### src/rtl/cam_rx_pkg.sv
// Shared types and the rate-to-frequency-code table for the bring-up sequencer.
package cam_rx_pkg;

    typedef enum logic [3:0] {
        S_IDLE, S_CFG, S_LANES, S_SHUT, S_PRST, S_CRST, S_WSTOP, S_SENS,
        S_WCLK, S_UNW_SENS, S_UNW_RST, S_STOP_SENS, S_STOP_RST
    } seq_state_t;

    typedef enum logic [1:0] {
        CAUSE_NONE     = 2'd0,
        CAUSE_RANGE    = 2'd1,
        CAUSE_STOP_TMO = 2'd2,
        CAUSE_CLK_TMO  = 2'd3
    } cause_t;

    localparam int RANGE_N = 29;

    // Upper rate bound (exclusive) of each table entry, in Mbps.
    localparam logic [10:0] RANGE_LIM [RANGE_N] = '{
        11'd90,  11'd100, 11'd110, 11'd125, 11'd140, 11'd150, 11'd160, 11'd180,
        11'd200, 11'd210, 11'd240, 11'd250, 11'd270, 11'd300, 11'd330, 11'd360,
        11'd400, 11'd450, 11'd500, 11'd550, 11'd600, 11'd650, 11'd700, 11'd750,
        11'd800, 11'd850, 11'd900, 11'd950, 11'd1000
    };

    // Frequency-range code paired with each bound.
    localparam logic [6:0] RANGE_CODE [RANGE_N] = '{
        7'h00, 7'h20, 7'h40, 7'h02, 7'h22, 7'h42, 7'h04, 7'h24,
        7'h44, 7'h06, 7'h26, 7'h46, 7'h08, 7'h28, 7'h48, 7'h2a,
        7'h4a, 7'h0c, 7'h2c, 7'h0e, 7'h2e, 7'h10, 7'h30, 7'h12,
        7'h32, 7'h14, 7'h34, 7'h54, 7'h74
    };

endpackage

### src/rtl/rate_range_lookup.sv
// Maps a per-lane rate to a PHY frequency-range code.
// Assumes: the rate width is at least the table's bound width; purely combinational.
module rate_range_lookup
    import cam_rx_pkg::*;
#(
    parameter int RATE_W       = 11,
    parameter int CODE_W       = 7,
    parameter int DEFAULT_MBPS = 849
) (
    input  logic              rate_valid,
    input  logic [RATE_W-1:0] rate_mbps,
    output logic [CODE_W-1:0] code,
    output logic              code_ok
);
    logic [RATE_W-1:0] eff_rate;

    // Pick the supplied rate or the default.
    always_comb eff_rate = rate_valid ? rate_mbps : RATE_W'(DEFAULT_MBPS);

    // Scan from the top so the smallest qualifying entry wins.
    always_comb begin
        code    = '0;
        code_ok = 1'b0;
        for (int i = RANGE_N - 1; i >= 0; i--) begin
            if (RATE_W'(RANGE_LIM[i]) > eff_rate) begin
                code    = CODE_W'(RANGE_CODE[i]);
                code_ok = 1'b1;
            end
        end
    end
endmodule

### src/rtl/lane_stop_detect.sv
// Reports that the clock lane and every configured data lane are in stop state.
// Assumes: data-lane stop flags sit at status bit 4+n, the clock-lane flag at bit 10.
module lane_stop_detect #(
    parameter int MAX_LANES = 4,
    parameter int STAT_W    = 16,
    parameter int LCNT_W    = 3
) (
    input  logic [LCNT_W-1:0] lanes,
    input  logic [STAT_W-1:0] status,
    output logic              all_stop
);
    localparam int DATA_BIT0 = 4;
    localparam int CLK_BIT   = 10;

    logic [MAX_LANES-1:0] lane_ok;

    for (genvar n = 0; n < MAX_LANES; n++) begin : g_lane
        // A lane counts as ready if it is unused or shows its stop flag.
        always_comb lane_ok[n] = (LCNT_W'(n) >= lanes) || status[DATA_BIT0 + n];
    end

    // Combine the clock-lane flag with every lane's verdict.
    always_comb all_stop = status[CLK_BIT] && (&lane_ok);
endmodule

### src/rtl/wait_timer.sv
// Down-counter bounding one polling wait.
// Assumes: load and run are never both needed; expired means the count reached zero.
module wait_timer #(
    parameter int TMO_CYC = 25_000_000
) (
    input  logic clk,
    input  logic rst_n,
    input  logic load,
    input  logic run,
    output logic expired
);
    localparam int TW = (TMO_CYC > 1) ? $clog2(TMO_CYC) : 1;

    logic [TW-1:0] cnt;

    // Reload on entry to a wait, count down while it lasts.
    always_ff @(posedge clk) begin
        if (!rst_n)                     cnt <= '0;
        else if (load)                  cnt <= TW'(TMO_CYC - 1);
        else if (run && cnt != '0)      cnt <= cnt - 1'b1;
    end

    // Flag a zero count.
    always_comb expired = (cnt == '0);
endmodule

### src/rtl/cam_rx_bringup.sv
// Bring-up and tear-down sequencer for a serial camera receiver and its D-PHY.
// Assumes: lane_cnt is in 1..MAX_LANES; requests are one-cycle pulses;
// the PHY configuration sequencer answers phy_cfg_req with phy_cfg_ack.
module cam_rx_bringup
    import cam_rx_pkg::*;
#(
    parameter int CLK_HZ    = 50_000_000,
    parameter int MAX_LANES = 4,
    parameter int STAT_W    = 16,
    parameter int RATE_W    = 11,
    parameter int CODE_W    = 7,
    parameter int CNT_W     = 4,
    parameter int LCNT_W    = $clog2(MAX_LANES + 1),
    parameter int LCFG_W    = (MAX_LANES > 1) ? $clog2(MAX_LANES) : 1
) (
    input  logic              clk,
    input  logic              rst_n,
    input  logic              stream_on_req,
    input  logic              stream_off_req,
    input  logic [LCNT_W-1:0] lane_cnt,
    input  logic              rate_valid,
    input  logic [RATE_W-1:0] rate_mbps,
    input  logic [STAT_W-1:0] phy_status,
    input  logic              phy_cfg_ack,
    output logic              phy_cfg_req,
    output logic [CODE_W-1:0] phy_cfg_code,
    output logic [LCFG_W-1:0] lanes_cfg,
    output logic              phy_shutdown_n,
    output logic              phy_rst_n,
    output logic              ctrl_rst_n,
    output logic              sensor_start_req,
    output logic              sensor_stop_req,
    output logic              busy,
    output logic              done,
    output logic              err,
    output logic [1:0]        err_cause,
    output logic [CNT_W-1:0]  ref_count
);
    localparam int TMO_CYC = CLK_HZ / 2;
    localparam int CLK_ACTIVE_BIT = 8;
    localparam logic [CNT_W-1:0] CNT_MAX = '1;

    seq_state_t        state;
    cause_t            cause_q;
    logic              pend_on, pend_off;
    logic [LCNT_W-1:0] lanes_q;
    logic [CODE_W-1:0] code_q;
    logic [CODE_W-1:0] lut_code;
    logic              lut_ok;
    logic              stop_ok;
    logic              tmr_load, tmr_run, tmr_exp;

    rate_range_lookup #(
        .RATE_W(RATE_W), .CODE_W(CODE_W), .DEFAULT_MBPS(849)
    ) u_lut (
        .rate_valid(rate_valid), .rate_mbps(rate_mbps),
        .code(lut_code), .code_ok(lut_ok)
    );

    lane_stop_detect #(
        .MAX_LANES(MAX_LANES), .STAT_W(STAT_W), .LCNT_W(LCNT_W)
    ) u_stop (
        .lanes(lanes_q), .status(phy_status), .all_stop(stop_ok)
    );

    wait_timer #(.TMO_CYC(TMO_CYC)) u_tmr (
        .clk(clk), .rst_n(rst_n), .load(tmr_load), .run(tmr_run), .expired(tmr_exp)
    );

    // Timer control: load on entry to each wait, run inside it.
    always_comb begin
        tmr_load = (state == S_CRST) || (state == S_SENS);
        tmr_run  = (state == S_WSTOP) || (state == S_WCLK);
    end

    // State-decoded request outputs.
    always_comb begin
        phy_cfg_req      = (state == S_CFG);
        sensor_start_req = (state == S_SENS);
        sensor_stop_req  = (state == S_UNW_SENS) || (state == S_STOP_SENS);
        busy             = (state != S_IDLE);
        phy_cfg_code     = code_q;
        err_cause        = cause_q;
    end

    // Main sequencer: request arbitration, start, stop, unwind and reference count.
    always_ff @(posedge clk) begin
        if (!rst_n) begin
            state          <= S_IDLE;
            cause_q        <= CAUSE_NONE;
            pend_on        <= 1'b0;
            pend_off       <= 1'b0;
            lanes_q        <= '0;
            code_q         <= '0;
            lanes_cfg      <= '0;
            phy_shutdown_n <= 1'b0;
            phy_rst_n      <= 1'b0;
            ctrl_rst_n     <= 1'b0;
            done           <= 1'b0;
            err            <= 1'b0;
            ref_count      <= '0;
        end else begin
            done     <= 1'b0;
            err      <= 1'b0;
            pend_on  <= pend_on  | stream_on_req;
            pend_off <= pend_off | stream_off_req;
            unique case (state)
                S_IDLE: begin
                    if (pend_on) begin
                        pend_on <= stream_on_req;
                        if (ref_count != '0) begin
                            if (ref_count != CNT_MAX) ref_count <= ref_count + 1'b1;
                            cause_q <= CAUSE_NONE;
                            done    <= 1'b1;
                        end else if (!lut_ok) begin
                            cause_q <= CAUSE_RANGE;
                            err     <= 1'b1;
                        end else begin
                            code_q  <= lut_code;
                            lanes_q <= lane_cnt;
                            state   <= S_CFG;
                        end
                    end else if (pend_off) begin
                        pend_off <= stream_off_req;
                        if (ref_count == CNT_W'(1)) begin
                            state <= S_STOP_SENS;
                        end else begin
                            if (ref_count != '0) ref_count <= ref_count - 1'b1;
                            cause_q <= CAUSE_NONE;
                            done    <= 1'b1;
                        end
                    end
                end
                S_CFG:   if (phy_cfg_ack) state <= S_LANES;
                S_LANES: begin
                    lanes_cfg <= LCFG_W'(lanes_q - 1'b1);
                    state     <= S_SHUT;
                end
                S_SHUT:  begin phy_shutdown_n <= 1'b1; state <= S_PRST; end
                S_PRST:  begin phy_rst_n      <= 1'b1; state <= S_CRST; end
                S_CRST:  begin ctrl_rst_n     <= 1'b1; state <= S_WSTOP; end
                S_WSTOP: begin
                    if (stop_ok) begin
                        state <= S_SENS;
                    end else if (tmr_exp) begin
                        cause_q <= CAUSE_STOP_TMO;
                        state   <= S_UNW_RST;
                    end
                end
                S_SENS:  state <= S_WCLK;
                S_WCLK:  begin
                    if (phy_status[CLK_ACTIVE_BIT]) begin
                        ref_count <= CNT_W'(1);
                        cause_q   <= CAUSE_NONE;
                        done      <= 1'b1;
                        state     <= S_IDLE;
                    end else if (tmr_exp) begin
                        cause_q <= CAUSE_CLK_TMO;
                        state   <= S_UNW_SENS;
                    end
                end
                S_UNW_SENS: state <= S_UNW_RST;
                S_UNW_RST: begin
                    phy_shutdown_n <= 1'b0;
                    phy_rst_n      <= 1'b0;
                    ctrl_rst_n     <= 1'b0;
                    err            <= 1'b1;
                    state          <= S_IDLE;
                end
                S_STOP_SENS: state <= S_STOP_RST;
                S_STOP_RST: begin
                    phy_shutdown_n <= 1'b0;
                    phy_rst_n      <= 1'b0;
                    ctrl_rst_n     <= 1'b0;
                    ref_count      <= '0;
                    cause_q        <= CAUSE_NONE;
                    done           <= 1'b1;
                    state          <= S_IDLE;
                end
                default: state <= S_IDLE;
            endcase
        end
    end
endmodule

### config.mk
export PLATFORM = sky130hd
export DESIGN_NAME = cam_rx_bringup
export DESIGN_NICKNAME = d
export VERILOG_FILES = /design/src/rtl/cam_rx_pkg.sv /design/src/rtl/rate_range_lookup.sv /design/src/rtl/lane_stop_detect.sv /design/src/rtl/wait_timer.sv /design/src/rtl/cam_rx_bringup.sv
export SDC_FILE = /design/constraint.sdc
export NUM_CORES = 1
export LEC_CHECK = 0
export BUFFER_PORTS_ARGS = -buffer_cell sky130_fd_sc_hd__buf_4
export CAP_MARGIN = 40
export CORE_UTILIZATION = 36
export CTS_CLUSTER_SIZE = 24
export DETAILED_ROUTE_END_ITERATION = 7
export HOLD_SLACK_MARGIN = 0.06
export PLACE_DENSITY = 0.65
export SYNTH_ARGS = -nofsm -noshare
export SYNTH_HDL_FRONTEND = slang
export SYNTH_SLANG_ARGS = --single-unit
### constraint.sdc
create_clock -name clk -period 3.1 [get_ports clk]
set_clock_uncertainty 0.2 [all_clocks]
set_input_delay 0.465 -clock clk [delete_from_list [all_inputs] [get_ports clk]]
set_output_delay 0.465 -clock clk [all_outputs]
set_load 0.01 [all_outputs]
# Yosys cells after proc, flatten, opt, wreduce, memory -nomap -nowiden
# Cells that the tools add are included.
[word_totals] out_inout_bits=24 in_bits=36 reg_bits=54 elab_cells=219
[classes] bitwise_logic=4 order_cmp=33 add_sub_neg=4 n_reduce_logical=27 mux=108 eq_ne=28
[op_table] op="2-to-1 mux 7 bit" count=29
[op_table] op="> comparator 10 x 11 -> 1 bit (first input constant)" count=10
[op_table] op="> comparator 8 x 11 -> 1 bit (first input constant)" count=8
[op_table] op="> comparator 9 x 11 -> 1 bit (first input constant)" count=7
[op_table] op="2-to-1 mux 4 bit" count=17
[op_table] op="2-to-1 mux 25 bit" count=2
[op_table] op="> comparator 7 x 11 -> 1 bit (first input constant)" count=4
[op_table] op="one-hot mux 4 bit (11 select lines)" count=1
[op_table] op="2-to-1 mux 1 bit" count=42
[op_table] op="logical NOT 25 bit" count=1
[op_table] op="nonzero test 25 bit" count=1
[op_table] op="subtractor 25 x 1 -> 25 bit (second input constant)" count=1
[op_table] op="inequality test 3 bit (second input constant)" count=8
[op_table] op="equality test 4 bit (second input constant)" count=5
[op_table] op="2-to-1 mux 2 bit" count=9
[op_table] op="equality test 4 x 3 -> 1 bit (second input constant)" count=4
[op_table] op="AND reduction 7 bit" count=2
[op_table] op="one-hot mux 4 bit (3 select lines)" count=1
[op_table] op="nonzero test 4 bit" count=3
[op_table] op="2-to-1 mux 11 bit" count=1
[op_table] op="inequality test 2 bit (second input constant)" count=5
[op_table] op="equality test 4 x 1 -> 1 bit (second input constant)" count=2
[op_table] op="equality test 4 x 2 -> 1 bit (second input constant)" count=2
[op_table] op="inequality test 4 bit (second input constant)" count=2
[op_table] op="other kinds (18)" count=37

# Longest topological paths before layout
# Gate-level depths: netlist of the first run.
[logic_depth] depth_word=35 depth_mapped=10 mapped_depth_nobuf=9

# Hierarchy
# A second synthesis of the first run with hierarchy kept.
[hier_totals] cells_unflattened=537 area_unflattened_um2=4145.2
[by_module_without_submodules] mod="cam_rx_bringup" instances=1 area_each_um2=1642.8 cells_per_inst=206 seq_area_each_um2=580.6
[by_module_without_submodules] mod="wait_timer" instances=1 area_each_um2=1311.3 cells_per_inst=141 seq_area_each_um2=500.5
[by_module_without_submodules] mod="rate_range_lookup" instances=1 area_each_um2=1153.6 cells_per_inst=184 seq_area_each_um2=0.0
[by_module_without_submodules] mod="lane_stop_detect" instances=1 area_each_um2=37.5 cells_per_inst=6 seq_area_each_um2=0.0

# Worst setup path before layout of the first run
# OpenSTA, ideal clock, no wires.
[synth_timing] kind="in2reg" startpoint="input port rate_mbps[0]" endpoint="register code_q[1] (netlist: phy_cfg_code[1])" arrival_ns=2.388 path_slack_ns=0.424 setup_ns=0.088 required_time_ns=2.812 path_stages=9 n_path_buf=2 cell_sequence="buf_6 -> or4b_4 -> buf_6 -> a21oi_4 -> o311ai_4 -> or4_4 -> a21oi_2 -> a21oi_1 -> a311oi_2"
[synth_via] elab_chain_len=32 elab_cells_between_ends=88 cone_classes="order compare: 29; mux: 58; reduce/logical: 1"
[synth_rtl] element="start, declared" line="cam_rx_bringup.sv:22" source="input logic [RATE_W-1:0] rate_mbps,"
[synth_rtl] element="2-to-1 mux 11 bit *" line="rate_range_lookup.sv:18" source="always_comb eff_rate = rate_valid ? rate_mbps : RATE_W'(DEFAULT_MBPS);"
[synth_rtl] element="> comparator 10 x 11 -> 1 bit" line="rate_range_lookup.sv:25" source="if (RATE_W'(RANGE_LIM[i]) > eff_rate) begin"
[synth_rtl] element="2-to-1 mux 1 bit (29 in a row)" line="rate_range_lookup.sv:25"
[synth_rtl] element="AND reduction 4 bit (no line)"
[synth_rtl] element="end signal, assigned" line="cam_rx_bringup.sv:119" source="code_q <= lut_code;"
[synth_rtl] element="end, declared" line="cam_rx_bringup.sv:47" source="logic [CODE_W-1:0] code_q;"
# Every way passes the cells marked *; elsewhere a longest branch is shown, timed or not.
# A chain may end at the register's enable or synchronous reset.

# Worst setup path after layout of the first run
[layout_timing] startpoint="input port rate_mbps[2]" endpoint="register cause_q[1] (netlist: err_cause[1])"
[layout_via] elab_chain_len=33 elab_cells_between_ends=61 cone_classes="order compare: 29; eq/ne: 1; mux: 30; reduce/logical: 1"
[layout_rtl] element="2-to-1 mux 11 bit *" line="rate_range_lookup.sv:18"
[layout_rtl] element="> comparator 10 x 11 -> 1 bit" line="rate_range_lookup.sv:25"
[layout_rtl] element="2-to-1 mux 1 bit (28 in a row)" line="rate_range_lookup.sv:25"
[layout_rtl] element="2-to-1 mux 1 bit *" line="rate_range_lookup.sv:25"
[layout_rtl] element="inequality test 4 bit (no line) *"
[layout_rtl] element="AND reduction 7 bit (no line) *"
[layout_rtl] element="end signal, assigned" line="cam_rx_bringup.sv:90" source="cause_q <= CAUSE_NONE;"
[layout_rtl] element="end signal, assigned" line="cam_rx_bringup.sv:113" source="cause_q <= CAUSE_NONE;"
[layout_rtl] element="end signal, assigned" line="cam_rx_bringup.sv:116" source="cause_q <= CAUSE_RANGE;"
[layout_rtl] element="end, declared" line="cam_rx_bringup.sv:44" source="cause_t cause_q;"
# Marks and branches as above.

==> results.json, run 1 <==
{
  "port-buffer-count": 48,
  "drtAntennaViolNets": 0,
  "p_per_area_mw_per_mm2": 852,
  "synth_edf_count": 0,
  "cts_setup_buffers": 0,
  "critical_path.endpoint_type": "flip-flop",
  "worst_slew_pin_slew_ns": 0.632,
  "postCtsHoldBufs": 0,
  "run_status": "completed",
  "data_required_time_at_the_worst_endpoint_ns": 3.13,
  "die_h_microns": 105,
  "critPathMaxStageDelay_ns": 0.53,
  "global_route_wire_length_before_repair_microns": 17600,
  "min_to": "pend_on",
  "timing.setup.critical_path_class": "in -> reg",
  "numCtsBuffers": 5,
  "initial_utilization_pct": 37.1,
  "finalSetupViolations": 0,
  "yosysUniqueCellTypes": 73,
  "post-dp-hpwl_microns": 7740,
  "maximum_vdd_drop_uv": 428,
  "remaining_drc_errors": 0,
  "insertion_delay_of_the_later_clocked_pin_in_the_worst_skew_pair_ns": 0.32,
  "preCtsSetupSlack_ns": 0.147,
  "average_routed_wire_per_standard_cell_microns": 15.1,
  "ys_ff_latch": 53,
  "regToRegEndpoint": "err_cause[1]",
  "synthFlopType": "sky130_fd_sc_hd__dfxtp_1",
  "design.core.area_sq_mm": 0.0103,
  "category_of_cells_accounting_for_the_largest_share_of_critical_path_delay": "simple AND/OR/NAND/NOR gates",
  "timing.setup.tns_ns": 0,
  "globalplace.congestion": 0.922,
  "path_cells": "buf_4 -> or4b_1 -> or4_1 -> o311ai_4 -> or3_4 -> o2111a_2 -> nor2_1 -> a311oi_1",
  "avgSynthCellArea_sq_um": 7.40,
  "drt-initial-drc-count": 279,
  "finalHoldViolCount": 0,
  "synth.net_count": 559,
  "diodes": 0,
  "worst_setup_path_start_kind": "input pin",
  "finalWirelength_microns": 10300,
  "seq_area_frac_synth_pct": 27.8,
  "ctsResizeCount": 0,
  "detailedRoute.firstPassIterationCount": 4,
  "postSynthCellCount": 515,
  "ioPinCount": 60,
  "worst_slack_ns": 0.489,
  "cts_root_buffer": "sky130_fd_sc_hd__clkbuf_8",
  "power_after_layout_w": 0.00374,
  "vias_in_the_first_global_route": 3710,
  "grt_overflow": 0,
  "rr_worst_depth": 7,
  "die_area_sq_mm": 0.0110,
  "post-route-min-period_ns": 2.61,
  "leakagePower_nw": 1.68,
  "timing.final.max_slew_violations": 0,
  "clock_sink_count": 53,
  "synthArstFlopShare_pct": 0,
  "reg2reg_slack_ns": 0.50,
  "cts_max_level": 2,
  "grt_start_max_net_pins": 23,
  "hold_path_depth": 3,
  "tritoncts": "done",
  "clock.fmax_mhz": 383,
  "hold_path_startpoint": "stream_on_req",
  "nets": 594,
  "critical_path_arrival_ns": 2.64,
  "overall_track_demand_over_capacity_in_global_routing_pct": 19.3,
  "critical_path.max_fanout": 13,
  "placement_rows": 37,
  "floorplan.die.width_microns": 105,
  "layout_worst_path_cycle_share_pct": 84.2,
  "post_route_cells_drive_above_1_share_pct": 16.0,
  "clockBufferDepth": 2,
  "hold_path_class": "in -> reg",
  "initial_antenna_violation_count": 0,
  "layout-area-overhead-vs-synth_pct": 15.2,
  "startpoint_of_the_lowest_slack_register_to_register_path": "u_tmr.cnt[2]",
  "vias": 3957,
  "critical-path-slowest-cell": "sky130_fd_sc_hd__or4_1",
  "relSlewSlack_pct": 57.5,
  "cap_violations": 0,
  "synth_warnings": 0,
  "vias_per_cell": 5.76,
  "cp.buffers_inverters": 1,
  "grt_setup_unrepaired": "false",
  "synth.cell_area_sq_mm": 0.00381,
  "clock_transition_at_the_registers_of_the_reported_paths_ns": 0.10
}
## worst min-delay path, stage by stage
cell                      delay (ns)
sky130_fd_sc_hd__buf_4          0.08
sky130_fd_sc_hd__a21oi_1        0.03
sky130_fd_sc_hd__nor2_1         0.06
## worst max-delay path by stage
stage          slack (ns)    startpoint         endpoint  cells past startpoint
2_1_floorplan        0.42  rate_mbps[0]  phy_cfg_code[1]                      9
3_3_place_gp         0.18  rate_mbps[2]  phy_cfg_code[5]                      8
3_5_place_dp         0.15  rate_mbps[2]     err_cause[1]                      8
4_1_cts              0.48  rate_mbps[2]     err_cause[1]                      8
5_1_grt              0.22  u_tmr.cnt[2]    u_tmr.cnt[14]                      7
6_report             0.49  rate_mbps[2]     err_cause[1]                      8
## cell usage in the layout (no fill, tap or decap), types with 7 or more instances in the layout
cell                        n
sky130_fd_sc_hd__a21oi_1   55
sky130_fd_sc_hd__nor2b_1    8
sky130_fd_sc_hd__or3_1      8
sky130_fd_sc_hd__nor2_1    60
sky130_fd_sc_hd__dfxtp_1   53
sky130_fd_sc_hd__and3_1     9
sky130_fd_sc_hd__nand3_1   12
sky130_fd_sc_hd__nor3_1    18
sky130_fd_sc_hd__ha_1       8
sky130_fd_sc_hd__nor4_1     9
sky130_fd_sc_hd__nor3b_1    7
sky130_fd_sc_hd__inv_1     16
sky130_fd_sc_hd__buf_4     63
sky130_fd_sc_hd__a31oi_1   12
sky130_fd_sc_hd__nand2_1   37
sky130_fd_sc_hd__nand2b_1  12
sky130_fd_sc_hd__o21ai_0   39
sky130_fd_sc_hd__xnor2_1   16
## final cells by class
class	count	area, sq um
repair buffers	63	473
clock buffers	5	68.8
clock inverters	3	26.3
multi-input cells	411	2530
well taps	136	170
flip-flops and latches	53	1060
fillers	1061	5890
inverters	16	60.1
## synthesized netlist by cell type (all sizes together) (4+ instances only)
| master | n | area share, % |
|---|---|---|
| xnor2 | 16 | 3.7 |
| or4 | 5 | 1.1 |
| nor3 | 19 | 2.6 |
| mux2i | 5 | 1.3 |
| o31ai | 6 | 1.2 |
| a31oi | 13 | 2.3 |
| nor2b | 8 | 1.3 |
| nand2 | 37 | 3.6 |
| buf | 9 | 1.6 |
| nor2 | 60 | 5.9 |
| o21a | 5 | 0.99 |
| a21oi | 57 | 7.9 |
| o21ai | 39 | 5.1 |
| nand2b | 12 | 2.0 |
| nand3b | 4 | 0.79 |
| nor4 | 9 | 1.5 |
| nor3b | 7 | 1.4 |
| nand3 | 12 | 1.6 |
| o211ai | 4 | 0.79 |
| nand4 | 6 | 0.99 |
| o41ai | 4 | 1.1 |
| inv | 16 | 1.6 |
| xor2 | 4 | 0.92 |
| a211oi | 5 | 0.99 |
| ha | 8 | 2.6 |
| dfxtp | 53 | 28 |
| clkbuf | 26 | 2.6 |
| and3 | 9 | 1.5 |
| or3 | 9 | 1.6 |
## through the flow
stage                     instances  area (sq um)  hold slack (ns)  utilization [%]
final                           687          4390            0.154             42.7
after global placement          679          4300            0.257             41.8
after detailed placement        679          4300            0.267             41.8
after CTS                       687          4390            0.151             42.7
after floorplan                 515          3810            0.236                -
after global routing            687          4390            0.170             42.7
## state kept, by name (all words and copies together) (netlist names)
signal / flops
pend_on: 1
ctrl_rst_n: 1
err_cause: 2
done: 1
state: 4
lanes_cfg: 2
ref_count: 4
phy_cfg_code: 6
lanes_q: 3
phy_rst_n: 1
err: 1
pend_off: 1
phy_shutdown_n: 1
u_tmr.cnt: 25
## per-layer routing
metal / GRT usage [%] / routed length [microns] / share of wire [%]
met1: 25.5 / 4600 / 44
met2: 32.5 / 4890 / 47
met3: 2.56 / 690 / 6.7
met4: 6.04 / 158 / 1.5
met5: 0 / 0 / 0
## where the power goes
group | switching (W) | leakage, nW | internal (W) | total (W)
Clock | 0.000253 | 0.0495 | 0.000168 | 0.000421
Combinational | 0.00122 | 1.20 | 0.000945 | 0.00217
Sequential | 0.000236 | 0.430 | 0.000917 | 0.00115
## cell families (layout without fill, tap and decap cells)
kind of cell	Yosys count	after routing	share of synthesized area, %
AO/OA/AOI/OAI	162	162	27.8
XOR/XNOR	20	20	4.60
adder cells (fa/ha/maj)	8	8	2.63
buffers and inverters	51	87	5.71
flip-flops	53	53	27.8
multiplexers	5	5	1.31
other	1	1	0.0984
AND/OR/NAND/NOR	215	215	30.0
Note: power is estimated with default switching activity, not from simulation.
==> run 2: changes to the inputs <==
clock period = 2.7 ns   (was 3.1 ns; I/O delays follow)
==> results.json, run 2 (same netlist as run 1, synthesis figures left out) <==
{
  "globalplace.congestion": 0.934,
  "hold_path_class": "in -> reg",
  "cts_max_level": 2,
  "detailroute.wirelength.met3_microns": 713,
  "hold_path_startpoint": "stream_on_req",
  "die_area_sq_mm": 0.0110,
  "finalWirelength_microns": 11100,
  "tritoncts": "done",
  "clock_transition_at_the_registers_of_the_reported_paths_ns": 0.11,
  "overall_track_demand_over_capacity_in_global_routing_pct": 20.7,
  "placed_cells": 706,
  "timing.final.max_slew_violations": 0,
  "floorplan.die.width_microns": 105,
  "post-route-min-period_ns": 2.55,
  "highest-signal-layer": "met4",
  "port-buffer-count": 48,
  "p_per_area_mw_per_mm2": 976,
  "min_to": "pend_on",
  "initial_utilization_pct": 37.1,
  "remaining_drc_errors": 0,
  "category_of_cells_accounting_for_the_largest_share_of_critical_path_delay": "simple AND/OR/NAND/NOR gates",
  "run_status": "completed",
  "cp.buffers_inverters": 0,
  "die_h_microns": 105,
  "worst_slew_pin_slew_ns": 0.750,
  "leakagePower_nw": 1.81,
  "rr_worst_depth": 7,
  "largest-register": "u_tmr.cnt",
  "insertion_delay_of_the_later_clocked_pin_in_the_worst_skew_pair_ns": 0.32,
  "post_route_cells_drive_above_1_share_pct": 20.2,
  "cts_setup_buffers": 0,
  "maximum_vdd_drop_uv": 537,
  "average_routed_wire_per_standard_cell_microns": 15.6,
  "postCtsHoldBufs": 0,
  "fin_cells": 714,
  "reg2reg_slack_ns": 0.15,
  "clock.fmax_mhz": 392,
  "drt-initial-drc-count": 198,
  "design.core.area_sq_mm": 0.0103,
  "wirelength_met1_microns": 4930,
  "clockBufferDepth": 2,
  "vias": 4062,
  "critical_path.endpoint_type": "flip-flop",
  "critical_path.max_fanout": 6,
  "regToRegEndpoint": "err_cause[1]",
  "worst_setup_path_start_kind": "flip-flop",
  "fillers": 1053,
  "numCtsBuffers": 5,
  "mostFrequentLayoutCells": "sky130_fd_sc_hd__buf_4, sky130_fd_sc_hd__nor2_1, sky130_fd_sc_hd__a21oi_1",
  "ctsResizeCount": 0,
  "detailedRoute.firstPassIterationCount": 5,
  "timing.setup.critical_path_class": "reg -> reg",
  "diodes": 0,
  "nets": 621,
  "critical-path-slowest-cell": "sky130_fd_sc_hd__or4_1",
  "grt_start_max_net_pins": 32,
  "cts_root_buffer": "sky130_fd_sc_hd__clkbuf_8",
  "largest_reg_flops": 25,
  "grt_setup_unrepaired": "false",
  "placement_rows": 37,
  "finalHoldViolCount": 0,
  "drtAntennaViolNets": 0,
  "layout_worst_path_cycle_share_pct": 94.4,
  "finalSetupViolations": 0,
  "mostFrequentLayoutCell": "sky130_fd_sc_hd__buf_4",
  "power_after_layout_w": 0.00451,
  "critical_path_arrival_ns": 2.58,
  "ioPinCount": 60,
  "final_cell_area_sq_mm": 0.00462,
  "vias_in_the_first_global_route": 3892,
  "critPathMaxStageDelay_ns": 0.62,
  "cap_violations": 0,
  "post-dp-hpwl_microns": 8430,
  "data_required_time_at_the_worst_endpoint_ns": 2.73,
  "path_cells": "or4_1 -> and4bb_2 -> and3_1 -> a21o_1 -> o2111a_2 -> nor2_1 -> a311oi_1",
  "initial_antenna_violation_count": 0,
  "met2RoutedLength_microns": 5160,
  "global_route_wire_length_before_repair_microns": 18700,
  "placed_instance_area_sq_mm": 0.00451,
  "hold_path_depth": 3,
  "relSlewSlack_pct": 49.5,
  "vias_per_cell": 5.69,
  "clock_sink_count": 53,
  "timing.setup.tns_ns": 0,
  "startpoint_of_the_lowest_slack_register_to_register_path": "u_tmr.cnt[11]",
  "grt_overflow": 0,
  "layout-area-overhead-vs-synth_pct": 21.3
}
[run 2: cell types whose count changed in the layout (fill, tap and decap cells not counted), sizes merged]
cell | before | now
buf | 63 | 90
clkinvlp | 0 | 2
inv | 19 | 17
[run 2: where the power goes]
group / total, W / leakage [nW] / switching, W / internal, W
sequential: 0.00131 / 0.430 / 0.000257 / 0.00105
combinational: 0.00273 / 1.33 / 0.00152 / 0.00121
clock: 0.000470 / 0.0423 / 0.000281 / 0.000189
total: 0.00451 / 1.81 / 0.00206 / 0.00245
[run 2: worst max-delay path by stage]
stage	from	end	slack, ns	cells after the start
2_1_floorplan	rate_mbps[0]	phy_cfg_code[1]	0.08	9
3_3_place_gp	rate_mbps[2]	phy_cfg_code[5]	-0.06	8
3_5_place_dp	rate_mbps[2]	phy_cfg_code[5]	-0.08	8
4_1_cts	u_tmr.cnt[11]	err_cause[1]	0.16	7
5_1_grt	u_tmr.cnt[11]	u_tmr.cnt[14]	0.01	7
6_report	u_tmr.cnt[11]	err_cause[1]	0.15	7
[run 2: metal layers]
layer	global-route usage [%]	vias to the layer above
met5	0	-
met4	8.15	0
met3	3.24	33
met2	34.7	158
met1	26.5	1859
li1	-	2012
[run 2: worst min-delay path: cells and delay by family]
| family | cells | cell delay [ns] |
|---|---|---|
| buffers and inverters | 1 | 0.08 |
| AOI/OAI and AO/OA | 1 | 0.03 |
| and+or+nand+nor | 1 | 0.06 |
[run 2: per-stage QoR]
step / util (%) / hold WS, ns / setup WS, ns
finish: 45.0 / 0.0964 / 0.152
global route: 45.0 / 0.114 / 0.0149
CTS: 44.8 / 0.0965 / 0.158
detailed placement: 43.9 / 0.260 / -0.0771
global placement: 43.9 / 0.257 / -0.0578
floorplan: - / 0.236 / 0.0839
[run 2: area by class of cell]
type                    count  area [sq um]  share of cell area [%]
inverters                  16          60.1                    1.30
clock inverters             3          26.3                   0.568
multi-input cells         411          2550                    55.1
repair buffers             90           688                    14.9
clock buffers               5          68.8                    1.49
flip-flops and latches     53          1060                    23.0
well taps                 136           170                    3.68
